File: src/rtl/psr_pkg.sv
package psr_pkg;
    typedef enum logic [1:0] {
        CTX_IDLE    = 2'd0,
        CTX_RUN     = 2'd1,
        CTX_HALTING = 2'd2,
        CTX_HELD    = 2'd3
    } ctx_e;

    localparam logic [7:0] OP_RD_SR2   = 8'h07;
    localparam logic [7:0] OP_ERS_SUSP = 8'h75;
    localparam logic [7:0] OP_ERS_RES  = 8'h7A;
    localparam logic [7:0] OP_PGM_SUSP = 8'h85;
    localparam logic [7:0] OP_PGM_RES  = 8'h8A;

    // index of each kind in per-kind vectors; equals its status bit
    localparam int KIND_PGM = 0;
    localparam int KIND_ERS = 1;
endpackage

File: src/rtl/psr_countdown.sv
module psr_countdown #(
    parameter int W = 8
) (
    input  logic         clk,
    input  logic         rst_n,
    input  logic         clr,
    input  logic         load,
    input  logic [W-1:0] load_val,
    output logic         zero
);
    logic [W-1:0] cnt_d, cnt_q;

    always_comb begin
        cnt_d = cnt_q;
        if (clr) begin
            cnt_d = '0;
        end else if (load) begin
            cnt_d = load_val;
        end else if (cnt_q != '0) begin
            cnt_d = cnt_q - 1'b1;
        end
    end

    always_ff @(posedge clk or negedge rst_n) begin
        if (!rst_n) begin
            cnt_q <= '0;
        end else begin
            cnt_q <= cnt_d;
        end
    end

    assign zero = (cnt_q == '0);
endmodule

File: src/rtl/psr_permit.sv
module psr_permit
    import psr_pkg::*;
#(
    parameter int SECTOR_W = 8
) (
    input  ctx_e                ers_st,
    input  ctx_e                pgm_st,
    input  logic [SECTOR_W-1:0] ers_sec,
    input  logic [SECTOR_W-1:0] pgm_sec,
    input  logic [SECTOR_W-1:0] sector,
    output logic                rd_ok,
    output logic                pg_ok
);
    logic busy;
    logic hit_ers;
    logic hit_pgm;

    always_comb begin
        busy    = (ers_st == CTX_RUN) || (ers_st == CTX_HALTING) ||
                  (pgm_st == CTX_RUN) || (pgm_st == CTX_HALTING);
        hit_ers = (ers_st == CTX_HELD) && (sector == ers_sec);
        hit_pgm = (pgm_st == CTX_HELD) && (sector == pgm_sec);
        rd_ok   = !busy && !hit_ers && !hit_pgm;
        pg_ok   = !busy && (pgm_st == CTX_IDLE) && !hit_ers;
    end
endmodule

File: src/rtl/psr_ctrl.sv
module psr_ctrl
    import psr_pkg::*;
#(
    parameter int CLK_MHZ    = 50,
    parameter int SECTOR_W   = 8,
    parameter int ERS_LAT_US = 45,
    parameter int PGM_LAT_US = 40,
    parameter int DWELL_US   = 100
) (
    input  logic                clk,
    input  logic                rst_n,
    input  logic                cmd_valid,
    input  logic [7:0]          cmd_op,
    input  logic [SECTOR_W-1:0] cmd_sector,
    input  logic                sw_reset,
    input  logic                eng_start,
    input  logic                eng_is_erase,
    input  logic [SECTOR_W-1:0] eng_sector,
    input  logic                eng_paused,
    input  logic                eng_done,
    output logic                eng_susp_req,
    output logic                eng_resume,
    output logic                eng_abort,
    output logic [7:0]          sr2,
    output logic                sr2_rd_valid,
    output logic [7:0]          sr2_rd_data,
    output logic                rd_permit,
    output logic                pg_permit
);
    localparam int ERS_LAT_CYC = ERS_LAT_US * CLK_MHZ;
    localparam int PGM_LAT_CYC = PGM_LAT_US * CLK_MHZ;
    localparam int DWELL_CYC   = DWELL_US * CLK_MHZ;
    localparam int LAT_MAX     = (ERS_LAT_CYC > PGM_LAT_CYC) ? ERS_LAT_CYC : PGM_LAT_CYC;
    localparam int CNT_MAX     = (LAT_MAX > DWELL_CYC) ? LAT_MAX : DWELL_CYC;
    localparam int CNT_W       = $clog2(CNT_MAX + 1);
    localparam logic [CNT_W-1:0] ERS_LOAD   = CNT_W'(ERS_LAT_CYC - 1);
    localparam logic [CNT_W-1:0] PGM_LOAD   = CNT_W'(PGM_LAT_CYC - 1);
    localparam logic [CNT_W-1:0] DWELL_LOAD = CNT_W'(DWELL_CYC);

    typedef struct packed {
        ctx_e                ers_st;
        ctx_e                pgm_st;
        logic [SECTOR_W-1:0] ers_sec;
        logic [SECTOR_W-1:0] pgm_sec;
        logic                ers_pend;
        logic                pgm_pend;
        logic                resume;
        logic                abort;
        logic                rd_valid;
        logic [7:0]          rd_data;
    } state_t;

    state_t q, d;

    logic [1:0]       dw_load, dw_clr, dw_zero;
    logic             lat_load, lat_clr, lat_zero;
    logic [CNT_W-1:0] lat_val;
    logic             st_pg_ok, st_rd_ok;
    logic [7:0]       sr2_now;

    // progress-window timers, one per operation kind
    for (genvar k = 0; k < 2; k++) begin : g_dwell
        psr_countdown #(.W(CNT_W)) u_dwell (
            .clk      (clk),
            .rst_n    (rst_n),
            .clr      (dw_clr[k]),
            .load     (dw_load[k]),
            .load_val (DWELL_LOAD),
            .zero     (dw_zero[k])
        );
    end

    // suspend-entry latency budget, shared: only one operation halts at a time
    psr_countdown #(.W(CNT_W)) u_lat (
        .clk      (clk),
        .rst_n    (rst_n),
        .clr      (lat_clr),
        .load     (lat_load),
        .load_val (lat_val),
        .zero     (lat_zero)
    );

    psr_permit #(.SECTOR_W(SECTOR_W)) u_cmd_permit (
        .ers_st  (q.ers_st),
        .pgm_st  (q.pgm_st),
        .ers_sec (q.ers_sec),
        .pgm_sec (q.pgm_sec),
        .sector  (cmd_sector),
        .rd_ok   (rd_permit),
        .pg_ok   (pg_permit)
    );

    psr_permit #(.SECTOR_W(SECTOR_W)) u_start_permit (
        .ers_st  (q.ers_st),
        .pgm_st  (q.pgm_st),
        .ers_sec (q.ers_sec),
        .pgm_sec (q.pgm_sec),
        .sector  (eng_sector),
        .rd_ok   (st_rd_ok),
        .pg_ok   (st_pg_ok)
    );

    assign sr2_now = {6'b0, q.ers_st == CTX_HELD, q.pgm_st == CTX_HELD};

    always_comb begin
        logic ers_active, pgm_active;
        logic e_done, p_done, pgm_start_ok;

        d          = q;
        d.resume   = 1'b0;
        d.abort    = 1'b0;
        d.rd_valid = 1'b0;
        dw_load    = 2'b00;
        dw_clr     = 2'b00;
        lat_load   = 1'b0;
        lat_clr    = 1'b0;
        lat_val    = ERS_LOAD;

        ers_active   = (q.ers_st == CTX_RUN) || (q.ers_st == CTX_HALTING);
        pgm_active   = (q.pgm_st == CTX_RUN) || (q.pgm_st == CTX_HALTING);
        e_done       = 1'b0;
        p_done       = 1'b0;
        pgm_start_ok = eng_start && !eng_is_erase && st_pg_ok;

        if (sw_reset) begin
            d.ers_st   = CTX_IDLE;
            d.pgm_st   = CTX_IDLE;
            d.ers_pend = 1'b0;
            d.pgm_pend = 1'b0;
            d.abort    = 1'b1;
            dw_clr     = 2'b11;
            lat_clr    = 1'b1;
        end else begin
            if (cmd_valid && cmd_op == OP_RD_SR2) begin
                d.rd_valid = 1'b1;
                d.rd_data  = sr2_now;
            end

            // completion goes to the innermost live operation
            if (eng_done) begin
                if (pgm_active) begin
                    d.pgm_st         = CTX_IDLE;
                    d.pgm_pend       = 1'b0;
                    p_done           = 1'b1;
                    dw_clr[KIND_PGM] = 1'b1;
                end else if (q.pgm_st == CTX_IDLE && ers_active) begin
                    d.ers_st         = CTX_IDLE;
                    d.ers_pend       = 1'b0;
                    e_done           = 1'b1;
                    dw_clr[KIND_ERS] = 1'b1;
                end
            end

            // pause acknowledge or latency budget spent
            if (q.pgm_st == CTX_HALTING && !p_done && (eng_paused || lat_zero)) begin
                d.pgm_st = CTX_HELD;
            end
            if (q.ers_st == CTX_HALTING && !e_done && (eng_paused || lat_zero)) begin
                d.ers_st = CTX_HELD;
            end

            if (eng_start) begin
                if (eng_is_erase) begin
                    if (q.ers_st == CTX_IDLE && q.pgm_st == CTX_IDLE) begin
                        d.ers_st  = CTX_RUN;
                        d.ers_sec = eng_sector;
                    end
                end else if (pgm_start_ok) begin
                    d.pgm_st  = CTX_RUN;
                    d.pgm_sec = eng_sector;
                end
            end

            if (cmd_valid) begin
                case (cmd_op)
                    OP_ERS_SUSP: begin
                        if (q.ers_st == CTX_RUN && q.pgm_st == CTX_IDLE && !e_done) begin
                            if (dw_zero[KIND_ERS]) begin
                                d.ers_st   = CTX_HALTING;
                                d.ers_pend = 1'b0;
                                lat_load   = 1'b1;
                                lat_val    = ERS_LOAD;
                            end else begin
                                d.ers_pend = 1'b1;
                            end
                        end
                    end
                    OP_PGM_SUSP: begin
                        if (q.pgm_st == CTX_RUN && !p_done) begin
                            if (dw_zero[KIND_PGM]) begin
                                d.pgm_st   = CTX_HALTING;
                                d.pgm_pend = 1'b0;
                                lat_load   = 1'b1;
                                lat_val    = PGM_LOAD;
                            end else begin
                                d.pgm_pend = 1'b1;
                            end
                        end
                    end
                    OP_ERS_RES: begin
                        if (q.ers_st == CTX_HELD && q.pgm_st == CTX_IDLE && !pgm_start_ok) begin
                            d.ers_st          = CTX_RUN;
                            d.resume          = 1'b1;
                            dw_load[KIND_ERS] = 1'b1;
                        end
                    end
                    OP_PGM_RES: begin
                        if (q.pgm_st == CTX_HELD) begin
                            d.pgm_st          = CTX_RUN;
                            d.resume          = 1'b1;
                            dw_load[KIND_PGM] = 1'b1;
                        end
                    end
                    default: ;
                endcase
            end

            // a held-back suspend fires once its window has closed
            if (q.ers_st == CTX_RUN && q.ers_pend && dw_zero[KIND_ERS] && !e_done) begin
                d.ers_st   = CTX_HALTING;
                d.ers_pend = 1'b0;
                lat_load   = 1'b1;
                lat_val    = ERS_LOAD;
            end
            if (q.pgm_st == CTX_RUN && q.pgm_pend && dw_zero[KIND_PGM] && !p_done) begin
                d.pgm_st   = CTX_HALTING;
                d.pgm_pend = 1'b0;
                lat_load   = 1'b1;
                lat_val    = PGM_LOAD;
            end
        end
    end

    always_ff @(posedge clk or negedge rst_n) begin
        if (!rst_n) begin
            q <= '{ers_st: CTX_IDLE, pgm_st: CTX_IDLE, ers_sec: '0, pgm_sec: '0,
                   ers_pend: 1'b0, pgm_pend: 1'b0, resume: 1'b0, abort: 1'b0,
                   rd_valid: 1'b0, rd_data: 8'h00};
        end else begin
            q <= d;
        end
    end

    assign eng_susp_req = (q.ers_st == CTX_HALTING) || (q.pgm_st == CTX_HALTING);
    assign eng_resume   = q.resume;
    assign eng_abort    = q.abort;
    assign sr2          = sr2_now;
    assign sr2_rd_valid = q.rd_valid;
    assign sr2_rd_data  = q.rd_data;

    // any sector open to programming is also open to reading
    a_r3_pg_implies_rd: assert property (@(posedge clk) disable iff (!rst_n)
        pg_permit |-> rd_permit);

    // a held bit only appears after the request was raised
    a_r4_bit_after_req: assert property (@(posedge clk) disable iff (!rst_n)
        $rose(sr2[0]) |-> $past(eng_susp_req));

    // a program resume with nothing held never produces a resume pulse
    a_r5_idle_resume: assert property (@(posedge clk) disable iff (!rst_n)
        (cmd_valid && cmd_op == OP_PGM_RES && q.pgm_st != CTX_HELD && !sw_reset)
        |=> !eng_resume);

    // an accepted erase resume clears the bit and pulses the sequencer
    a_r6_ers_resume: assert property (@(posedge clk) disable iff (!rst_n)
        (cmd_valid && cmd_op == OP_ERS_RES && q.ers_st == CTX_HELD &&
         q.pgm_st == CTX_IDLE && !sw_reset && !eng_start)
        |=> (!sr2[1] && eng_resume));

    // inside the progress window a program never starts halting
    a_r7_dwell_blocks: assert property (@(posedge clk) disable iff (!rst_n)
        (q.pgm_st == CTX_RUN && !dw_zero[KIND_PGM]) |=> (q.pgm_st != CTX_HALTING));

    // software reset leaves a clean status and an abort pulse
    a_r9_reset_clears: assert property (@(posedge clk) disable iff (!rst_n)
        sw_reset |=> (sr2 == 8'h00 && !eng_susp_req && eng_abort));
endmodule

File: config.mk
export PLATFORM = sky130hd
export DESIGN_NAME = psr_ctrl
export DESIGN_NICKNAME = d
export VERILOG_FILES = /design/src/rtl/psr_pkg.sv /design/src/rtl/psr_countdown.sv /design/src/rtl/psr_permit.sv /design/src/rtl/psr_ctrl.sv
export SDC_FILE = /design/constraint.sdc
export NUM_CORES = 1
export LEC_CHECK = 0
export ABC_CLOCK_PERIOD_IN_PS = 2900
export BUFFER_PORTS_ARGS = -buffer_cell sky130_fd_sc_hd__buf_2
export CORE_MARGIN = 4
export CORE_UTILIZATION = 45
export DETAILED_ROUTE_END_ITERATION = 8
export SLEW_MARGIN = 20
export SYNTH_ARGS = -nofsm -noshare
export SYNTH_HDL_FRONTEND = slang
export SYNTH_HIERARCHICAL = 1
export SYNTH_SLANG_ARGS = --single-unit
File: constraint.sdc
create_clock -name clk -period 2.9 [get_ports clk]
set_clock_uncertainty 0.1 [all_clocks]
set_input_delay 0.145 -clock clk [delete_from_list [all_inputs] [get_ports clk]]
set_output_delay 0.145 -clock clk [all_outputs]
set_load 0.02 [all_outputs]
-- Yosys cells after proc, flatten, opt, wreduce, memory -nomap -nowiden
Index checks and enable logic that the tools add are counted.
- add/sub/neg operators: 3
- equal/unequal tests: 14
- multiplexer cells: 87
- bitwise operators: 2
- reductions and logical operators: 56
- operator list (kind ; number):
    two-way mux 13 bit ; 12
    two-way mux 12 bit ; 4
    two-way mux 2 bit ; 23
    logical NOT 13 bit ; 3
    nonzero test 13 bit ; 3
    subtractor 13 x 1 -> 13 bit (second input constant) ; 3
    two-way mux 1 bit ; 32
    two-way mux 8 bit ; 4
    logical AND 1 bit ; 28
    equality test 8 bit ; 3
    two-way mux 20 bit ; 1
    two-way mux 9 bit ; 2
    equality test 8 x 7 -> 1 bit (second input constant) ; 2
    equality test 8 bit (second input constant) ; 2
    two-way mux 4 bit ; 4
    nonzero test 3 bit ; 3
    equality test 2 bit (second input constant) ; 4
    equality test 8 x 3 -> 1 bit (second input constant) ; 1
    logical NOT 1 bit ; 8
    one-hot mux 2 bit (2 select lines) ; 2
    AND reduction 4 bit ; 2
    logical OR 1 bit ; 6
    equality test 2 x 1 -> 1 bit (second input constant) ; 2
    logical NOT 2 bit ; 2
    4 further kinds ; 6
- bits in registers: 66

-- Depth between registers and ports, before layout
Gate-level depths: netlist of run 1.
- depth after elaboration: 20
- gate-level depth with buffers: 13
- gate-level depth less buffers: 12

-- Cells and area by module
Netlist of run 1, hierarchy kept.
- modules (own cells, without submodules) (module ; times used ; cells an instance ; area an instance (um^2)):
    psr_countdown ; 3 ; 90 ; 843.3
    psr_ctrl ; 1 ; 143 ; 1536.5
    psr_permit ; 2 ; 27 ; 219.0

-- Least setup slack after synthesis of run 1
No wires, ideal clock.
- kind: register -> register
- start point: register g_dwell[0].u_dwell.cnt_q[0]
- end point: register u_lat.cnt_q[9]
- arrival time: 2.157 ns
- data required time: 2.681 ns
- slack: 0.524 ns
- stages on the path, launching flop included: 12
- path buffers: 1
- path through: dfrtp_1 inv_1 ha_1 nor2b_1 nand4_2 inv_1 nand4_1 a21boi_1 a21oi_1 buf_2 mux2i_1 nor2_1
- cells in the longest elaborated chain, start to end: 10
- elaborated cells between the ends (all ways): 20
- classes of those cells: 16 x mux; 4 x reduce/logical
- RTL lines (what ; line ; text):
    start, declared ; psr_countdown.sv:11 ; logic [W-1:0] cnt_d, cnt_q;
    start signal, assigned ; psr_countdown.sv:28 ; cnt_q <= cnt_d;
    logical NOT 13 bit * ; psr_countdown.sv:32 ; assign zero = (cnt_q == '0);
    via dw_zero[0] ; psr_ctrl.sv:55 ; logic [1:0] dw_load, dw_clr, dw_zero;
    two-way mux 1 bit ; psr_ctrl.sv:190 ; if (dw_zero[KIND_PGM]) begin
    two-way mux 1 bit ; psr_ctrl.sv:189 ; if (q.pgm_st == CTX_RUN && !p_done) begin
    one-hot mux 1 bit (2 select lines) ; psr_ctrl.sv:175 ; case (cmd_op)
    two-way mux 1 bit ; psr_ctrl.sv:174 ; if (cmd_valid) begin
    two-way mux 1 bit ; psr_ctrl.sv:219 ; if (q.ers_st == CTX_RUN && q.ers_pend && dw_zero[KIND_ERS] && !e_done) begin
    two-way mux 1 bit * ; psr_ctrl.sv:225 ; if (q.pgm_st == CTX_RUN && q.pgm_pend && dw_zero[KIND_PGM] && !p_done) begin
    two-way mux 1 bit * ; psr_ctrl.sv:125 ; if (sw_reset) begin
    via lat_load ; psr_ctrl.sv:56 ; logic lat_load, lat_clr, lat_zero;
    two-way mux 13 bit ; psr_countdown.sv:17 ; end else if (load) begin
    two-way mux 13 bit ; psr_countdown.sv:15 ; if (clr) begin
    end signal, assigned ; psr_countdown.sv:28 ;
    end, declared ; psr_countdown.sv:11 ;
The timed path passes the listed nets; every way through them passes the cells marked *.
A chain may end at the register's enable or synchronous reset.

-- Worst setup path after layout of run 1
- start point: register g_dwell[0].u_dwell.cnt_q[8]
- end point: register u_lat.cnt_q[4]
The elaborated chain is that of the path after synthesis.

==> flow_summary.yaml, run 1 <==
synthesis:
  syn_area_per_cell_um2: 9.68
  synthCells: 456
  synthesis.area_um2: 4410
  synth_warnings: 6
finish:
  nNetsFinal: 597
  area_delta_synth_final_pct: 17.3
  utilization_pct: 55.2
  drive_gt1_share_pct: 20.8
  diodes: 0
clock_tree:
  clkLatencyLatePin_ps: 340
  cts.clk_slew.worst_paths_ps: 80
  cts_tree: "done"
  h-tree-depth: 3
  clock_path_buffers: 2
  cts.sinks: 66
  post_cts_buffers: 0
  cts_resized: 0
  hold_buffers: 11
  cts_buffers: 9
  clock-root-buffer: "clkbuf_8"
pwr:
  leakage_nw: 2.31
  switching_power_mw: 1.91
  pwr-share-seq_pct: 33.2
  swShare_pct: 40.1
  clockPowerShare_pct: 16.5
  power_frac_comb_pct: 50.3
  p_int_mw: 2.85
  ir_worst_vdd_v: 0.000537
  total_power_mw: 4.76
  power.density_nw_per_um2: 920
grt:
  grt_max_degree: 36
  grt_use_total_pct: 17.1
  grt_pass1_wl_mm: 15.9
  antenna_found_initial: 0
  grt_remaining_overflow: 0
  grt_pass1_vias: 3292
setup_path:
  crit_required_ps: 3010
  path_max_fanout: 20
  worstSetupStartpoint: "g_dwell[0].u_dwell/cnt_q[8]"
  cp.arrival_ps: 2710
  worst-setup-path-type: "register to register"
  critPathLaunchType: "register"
  end_kind: "register"
  r2r_start: "g_dwell[0].u_dwell/cnt_q[8]"
die:
  initial_core_util_pct: 47.1
  die_y_um: 107
  core_um2: 9370
  die_w_um: 107
  fp-row-count: 35
  die-area_um2: 11500
  io_pins: 54
sta:
  slew_headroom_pct: 49.2
  final-setup-viol-count: 0
  tightest_slew_ps: 761
  period_minus_slack_ps: 2600
  rsz0062_at_grt: "no"
  slew_viol_final: 0
  fmax_ghz: 0.385
  tns_ps: 0
  fin_crit_sh_pct: 89.5
  timing.final.hold_violations: 0
routing:
  post_drt_via_cell_ratio: 4.86
  ant_nets: 0
  wire_per_inst_um: 13.4
  drc: 0
  first_pass_iters: 5
  drt_iter0_markers: 142
  num_vias: 3322
  wl_mm: 9.18
run_status:
  outcome: "completed"
worst_hold_path:
  holdCritPathClass: "input port to register"
  min-delay-start: "sw_reset"
placed_design:
  hpwlAfterDp_mm: 6.76
  portBuffers: 41
  gp_congestion: 0.831
flow_run:
  cap_violations: 0
path summary, 6_finish.rpt:
kind,endpoint,slack (ps),cells past startpoint
min,eng_abort,30,1
min reg2reg,sr2_rd_data[1],410,1
max reg2reg,u_lat/cnt_q[4],300,9
min in group asynchronous,g_dwell[1].u_dwell/cnt_q[11],310,2
max,u_lat/cnt_q[4],300,9
max in group asynchronous,q[29],1730,3
critical path, stage by stage, from the launching register on:
cell and delay [ps]:
dfrtp_1 450, nor4_4 390, nand4_2 220, inv_1 120, nand4_1 150, a21boi_1 220, a21oi_2 260, buf_4 280
mux2i_1 220, nor2_1 50
placed cells by master, fill, tap and decap left out, drive strengths merged, types with 3 or more instances in the layout:
cell,instances
o21a,6
nand3b,4
nor2b,19
inv,20
nor3,18
clkbuf,12
nand3,13
nand4,19
buf,52
nand2,34
dlygate4sd3,11
dfrtp,66
mux2,18
mux2i,12
a21oi,16
a211o,3
o21ai,20
xnor2,42
nor2,51
xor2,20
nor4,5
conb,45
ha,16
nand4b,4
o21bai,3
cell type report:
cell class,count,area (um^2)
multi-input cells,389,2680
clock buffers,12,145
flip-flops and latches,66,1650
inverters,20,75.1
repair buffers,63,410
clock inverters,4,51.3
fillers,875,4190
well taps,129,161
routing by layer:
metal  global-route usage [%]  up-vias  wire [um]
li1                         -     1700          -
met1                     23.3     1544       4500
met2                     27.1       66       4180
met3                     3.85       12        404
met4                     5.39        0        100
met5                        0        -          0
registers in the layout, summed over array words and instances (netlist names):
signal / count
sr2_rd_valid: 1
g_dwell.u_dwell/cnt_q: 26
q: 22
eng_abort: 1
sr2_rd_data: 2
eng_resume: 1
u_lat/cnt_q: 13
power by group through the flow:
stage / Clock (mW) / Sequential [mW] / Combinational, mW
final: 0.785 / 1.58 / 2.40
after floorplan: 0 / 1.53 / 1.97
after detailed placement: 0 / 1.60 / 2.38
after global placement: 0 / 1.59 / 2.33
after global routing: 0.851 / 1.63 / 2.73
after CTS: 0.816 / 1.58 / 2.42
metrics by stage:
step / instance area [um^2] / setup WS, ps / std cells / hold WS (ps)
after floorplan: 4570 / 524 / 499 / -251
after global placement: 4870 / 360 / 656 / 163
after detailed placement: 4870 / 319 / 656 / 167
after CTS: 5180 / 291 / 683 / 14.1
after global routing: 5180 / 48.1 / 683 / 19.6
final: 5180 / 303 / 683 / 33.2
Power figures use the tool's default switching activity.
==> inputs of run 2 (changes only) <==
--- a/config.mk
+++ b/config.mk
@@ -6,7 +6,7 @@
 export NUM_CORES = 1
 export LEC_CHECK = 0
 export ABC_CLOCK_PERIOD_IN_PS = 2900
-export BUFFER_PORTS_ARGS = -buffer_cell sky130_fd_sc_hd__buf_2
+export BUFFER_PORTS_ARGS = -buffer_cell sky130_fd_sc_hd__buf_4
 export CORE_MARGIN = 4
 export CORE_UTILIZATION = 45
 export DETAILED_ROUTE_END_ITERATION = 8
==> flow_summary.yaml, run 2 (synthesized netlist as in run 1, its figures left out) <==
run_status:
  outcome: "completed"
finish:
  largest_register: "g_dwell.u_dwell/cnt_q"
  stdcell_count: 682
  nNetsFinal: 596
  area_delta_synth_final_pct: 20.3
  fillCellCount: 872
  final_cell_mix: "66 x dfrtp_1, 50 x nor2_1, 50 x buf_4"
  drive_gt1_share_pct: 20.8
  diodes: 0
  top_regs: "g_dwell.u_dwell/cnt_q: 26 flops, q: 22 flops, u_lat/cnt_q: 13 flops"
  utilization_pct: 56.6
  final_common_cell: "dfrtp_1"
  largest_reg_flops: 26
clock_tree:
  clkLatencyLatePin_ps: 350
  cts.clk_slew.worst_paths_ps: 80
  cts_buffers: 9
  clock-root-buffer: "clkbuf_8"
  cts_tree: "done"
  cts_resized: 0
  h-tree-depth: 3
  post_cts_buffers: 0
  cts.sinks: 66
  clock_path_buffers: 2
  hold_buffers: 12
placed_design:
  dp_cells: 654
  post-place-ws_ps: 336
  hpwlAfterDp_mm: 6.54
  gp_congestion: 0.822
  portBuffers: 41
grt:
  grt_pass1_vias: 3267
  antenna_found_initial: 0
  grt_use_total_pct: 16.7
  grt_remaining_overflow: 0
  grt_pass1_wl_mm: 15.4
  grt_max_degree: 67
die:
  die-area_um2: 11500
  initial_core_util_pct: 47.1
  die_w_um: 107
  die_y_um: 107
  fp-row-count: 35
  io_pins: 54
  core_um2: 9370
pwr:
  leakage_nw: 2.35
  ir_worst_vdd_v: 0.000532
  power.density_nw_per_um2: 923
setup_path:
  crit_family: "simple AND/OR/NAND/NOR gates"
  path_cells: "inv_1, ha_1, nor2b_1, nand4_2, inv_1, nand4_1, a21boi_1, a21oi_2, buf_4, mux2i_1, nor2_1"
  path_max_fanout: 21
  crit_required_ps: 3020
  end_kind: "register"
  r2r_start: "g_dwell[0].u_dwell/cnt_q[0]"
  worst-path-buf-inv: 3
  cpPeakStageDelay_ps: 430
  cp.arrival_ps: 2700
  worst-setup-path-type: "register to register"
  worstSetupStartpoint: "g_dwell[0].u_dwell/cnt_q[0]"
  critPathSlowestCell: "dfrtp_1"
  critPathLaunchType: "register"
  crit_top_cell: "inv_1"
sta:
  final-setup-viol-count: 0
  rsz0062_at_grt: "no"
  setup_ws_ps: 312
  fmax_ghz: 0.386
  fin_crit_sh_pct: 89.2
  tns_ps: 0
  timing.final.hold_violations: 0
  slew_viol_final: 0
  slew_headroom_pct: 42.6
  period_minus_slack_ps: 2590
  tightest_slew_ps: 861
flow_run:
  cap_violations: 0
worst_hold_path:
  min-delay-start: "eng_done"
  holdCritPathClass: "input port to register"
routing:
  ant_nets: 0
  drc: 0
  drt_iter0_markers: 128
  first_pass_iters: 4
  post_drt_via_cell_ratio: 4.91
  wl_mm: 9.13
  num_vias: 3350
  wire_per_inst_um: 13.4
run 2: cell types whose count changed in the layout (fill, tap and decap cells not counted):
cell | previous run | this run
clkinv_4 | 1 | 0
buf_2 | 41 | 0
buf_12 | 1 | 0
bufinv_16 | 1 | 3
clkbuf_1 | 2 | 0
dlygate4sd3_1 | 11 | 12
clkbuf_8 | 10 | 9
clkinvlp_4 | 1 | 3
buf_4 | 10 | 50
run 2: where the power goes:
part	switching, mW	total (mW)	internal, mW
Sequential	0.351	1.57	1.22
Combinational	1.17	2.38	1.20
Clock	0.383	0.952	0.569
Total	1.91	4.90	2.99
run 2: area by class of cell:
| type | count | area, um^2 | area share (%) |
|---|---|---|---|
| Sequential cell | 66 | 1650 | 31.1 |
| Inverter | 20 | 75.1 | 1.41 |
| Tap cell | 129 | 161 | 3.04 |
| Clock buffer | 9 | 124 | 2.33 |
| Timing Repair Buffer | 62 | 495 | 9.34 |
| Clock inverter | 7 | 118 | 2.22 |
| Multi-Input combinational cell | 389 | 2680 | 50.5 |
run 2: worst paths after layout:
check                                         endpoint  slack, ps  cells past startpoint
max                                     u_lat/cnt_q[5]        310                     11
min                                              q[11]         60                      4
max reg2reg                             u_lat/cnt_q[5]        310                     11
min reg2reg                             sr2_rd_data[1]        410                      1
max in group asynchronous                        q[23]       1780                      2
min in group asynchronous  g_dwell[1].u_dwell/cnt_q[9]        350                      2
run 2: per-stage QoR:
step                hold slack [ps]  cell area (um^2)  total power, mW
finish                         57.0              5310             4.90
global route                    107              5310             5.32
CTS                            37.5              5310             4.96
detailed placement              222              4950             3.95
global placement                221              4950             3.91
floorplan                      -251              4570             3.50
run 2: routing by layer:
| layer | wire length [um] | track usage (%) | vias to the layer above |
|---|---|---|---|
| li1 | - | - | 1698 |
| met1 | 4410 | 22.7 | 1583 |
| met2 | 4210 | 26.2 | 58 |
| met3 | 363 | 3.67 | 11 |
| met4 | 141 | 5.94 | 0 |
| met5 | 0 | 0 | - |
run 2: worst register-to-register path, delay by kind of cell (launching register included):
kind / cells / cell delay [ps]
simple gates: 4 / 620
mux: 1 / 220
fa+ha+maj: 1 / 130
compound gates: 2 / 450
buf+inv: 3 / 510
flops: 1 / 430
==> inputs of run 3 (changes only) <==
--- a/config.mk
+++ b/config.mk
@@ -5,7 +5,7 @@
 export SDC_FILE = /design/constraint.sdc
 export NUM_CORES = 1
 export LEC_CHECK = 0
-export ABC_CLOCK_PERIOD_IN_PS = 2900
+export ABC_CLOCK_PERIOD_IN_PS = 2400
 export BUFFER_PORTS_ARGS = -buffer_cell sky130_fd_sc_hd__buf_4
 export CORE_MARGIN = 4
 export CORE_UTILIZATION = 45
==> constraint.sdc (replaced) <==
create_clock -name clk -period 2.4 [get_ports clk]
set_clock_uncertainty 0.1 [all_clocks]
set_input_delay 0.12 -clock clk [delete_from_list [all_inputs] [get_ports clk]]
set_output_delay 0.12 -clock clk [all_outputs]
set_load 0.02 [all_outputs]
==> flow_summary.yaml, run 3 (synthesized netlist as in run 1, its figures left out) <==
pwr:
  p_int_mw: 3.78
  power_frac_comb_pct: 51.2
  ir_worst_vdd_v: 0.000585
  power.density_nw_per_um2: 1090
  swShare_pct: 38.6
  total_power_mw: 6.16
  pwr-share-seq_pct: 30.8
  clockPowerShare_pct: 18.1
  leakage_nw: 2.52
  switching_power_mw: 2.38
finish:
  largest_reg_flops: 26
  largest_register: "g_dwell.u_dwell/cnt_q"
  stdcell_count: 712
  top_regs: "g_dwell.u_dwell/cnt_q: 26 flops, q: 22 flops, u_lat/cnt_q: 13 flops"
  fillCellCount: 873
  utilization_pct: 60.1
  diodes: 0
  area_delta_synth_final_pct: 27.7
  final_common_cell: "buf_4"
  final_cell_mix: "76 x buf_4, 66 x dfrtp_1, 47 x nor2_1"
  drive_gt1_share_pct: 26.9
  nNetsFinal: 626
  final_area_um2: 5630
die:
  fp-row-count: 35
  die-area_um2: 11500
  io_pins: 54
  initial_core_util_pct: 47.1
  die_w_um: 107
  die_y_um: 107
  core_um2: 9370
sta:
  slew_headroom_pct: 42.9
  rsz0062_at_grt: "yes"
  tightest_slew_ps: 856
  tns_ps: 0
  fin_hold_ws_ps: 57.4
  timing.final.hold_violations: 0
  final-setup-viol-count: 0
  fmax_ghz: 0.442
  setup_ws_ps: 136
  fin_crit_sh_pct: 94.3
  period_minus_slack_ps: 2260
  slew_viol_final: 0
worst_hold_path:
  hold_depth: 4
  holdCritPathClass: "input port to register"
setup_path:
  worstRegToRegCells: 10
  path_cells: "dlygate4sd3_1, buf_4, xnor2_1, nand2_1, o31ai_2, nor3_2, nand3b_1, nand4_1, nor2_4, buf_12, mux2i_2, nor2_1"
  worst-path-buf-inv: 3
  crit_required_ps: 2540
  crit_family: "buffers and inverters"
  end_kind: "register"
  regToRegSetupSlack_ps: 140
  critPathLaunchType: "input port"
  worst-setup-path-type: "input port to register"
  cp.arrival_ps: 2400
  path_max_fanout: 11
  path_depth: 12
  critPathSlowestCell: "dlygate4sd3_1"
  cpPeakStageDelay_ps: 540
placed_design:
  dp_cells: 675
  hpwlAfterDp_mm: 6.98
  portBuffers: 41
  gp_congestion: 0.807
  post-place-ws_ps: -28.1
  placed_area_um2: 5100
routing:
  wire_per_inst_um: 13.5
  first_pass_iters: 4
  drt_iter0_markers: 185
  num_vias: 3477
  ant_nets: 0
  post_drt_via_cell_ratio: 4.88
  wl_mm: 9.62
  drc: 0
flow_run:
  cap_violations: 0
clock_tree:
  cts_buffers: 9
  h-tree-depth: 3
  cts.clk_slew.worst_paths_ps: 80
  cts.sinks: 66
  clkLatencyLatePin_ps: 350
  cts_tree: "done"
  clock_path_buffers: 2
  clock-root-buffer: "clkbuf_8"
grt:
  grt_max_degree: 67
  grt_use_total_pct: 17.7
  grt_remaining_overflow: 0
  antenna_found_initial: 0
  grt_pass1_wl_mm: 16.2
  grt_pass1_vias: 3407
run_status:
  outcome: "completed"
run 3: tightest hold or removal path, cell delays in order:
cell      delay (ps)
buf_4            100
nand2_1           50
nand4_1          100
a311oi_1         100
run 3: area by class of cell:
class	instances	area [um^2]	area share [%]
clock inverter	5	85.1	1.51
multi-input combinational	389	2750	48.8
sequential	66	1650	29.3
tap	129	161	2.86
timing repair buffer	92	758	13.5
inverter	20	75.1	1.33
clock buffer	11	151	2.69
run 3: power by group through the flow:
stage | sequential, mW | clock [mW] | combinational (mW)
after global placement | 1.90 | 0 | 3.01
after floorplan | 1.85 | 0 | 2.38
after global routing | 1.95 | 1.21 | 3.55
after CTS | 1.90 | 1.15 | 3.09
after detailed placement | 1.91 | 0 | 3.05
final | 1.90 | 1.11 | 3.15
run 3: path summary, 6_finish.rpt:
check	from	endpoint
max in group asynchronous	rst_n	u_lat/cnt_q[2]
setup reg to reg	q[21]	g_dwell[1].u_dwell/cnt_q[6]
setup / recovery	eng_sector[0]	g_dwell[1].u_dwell/cnt_q[6]
hold reg to reg	sr2_rd_data[1]	sr2_rd_data[1]
min in group asynchronous	rst_n	g_dwell[1].u_dwell/cnt_q[11]
hold / removal	eng_start	q[31]
run 3: timing repair:
action                                  4_1_cts  5_1_grt
hold buffers                                 12        0
resized for setup                             1       23
cloned                                        0        2
buffers inserted                              0        7
pin swaps                                     0        6
endpoints found under the hold margin        87        0
endpoints found under the setup margin        3       29
run 3: metal layers:
layer	routed length, um	track usage (%)
met4	140	5.75
met2	4460	27.5
met5	0	0
met3	412	3.43
met1	4600	24.8
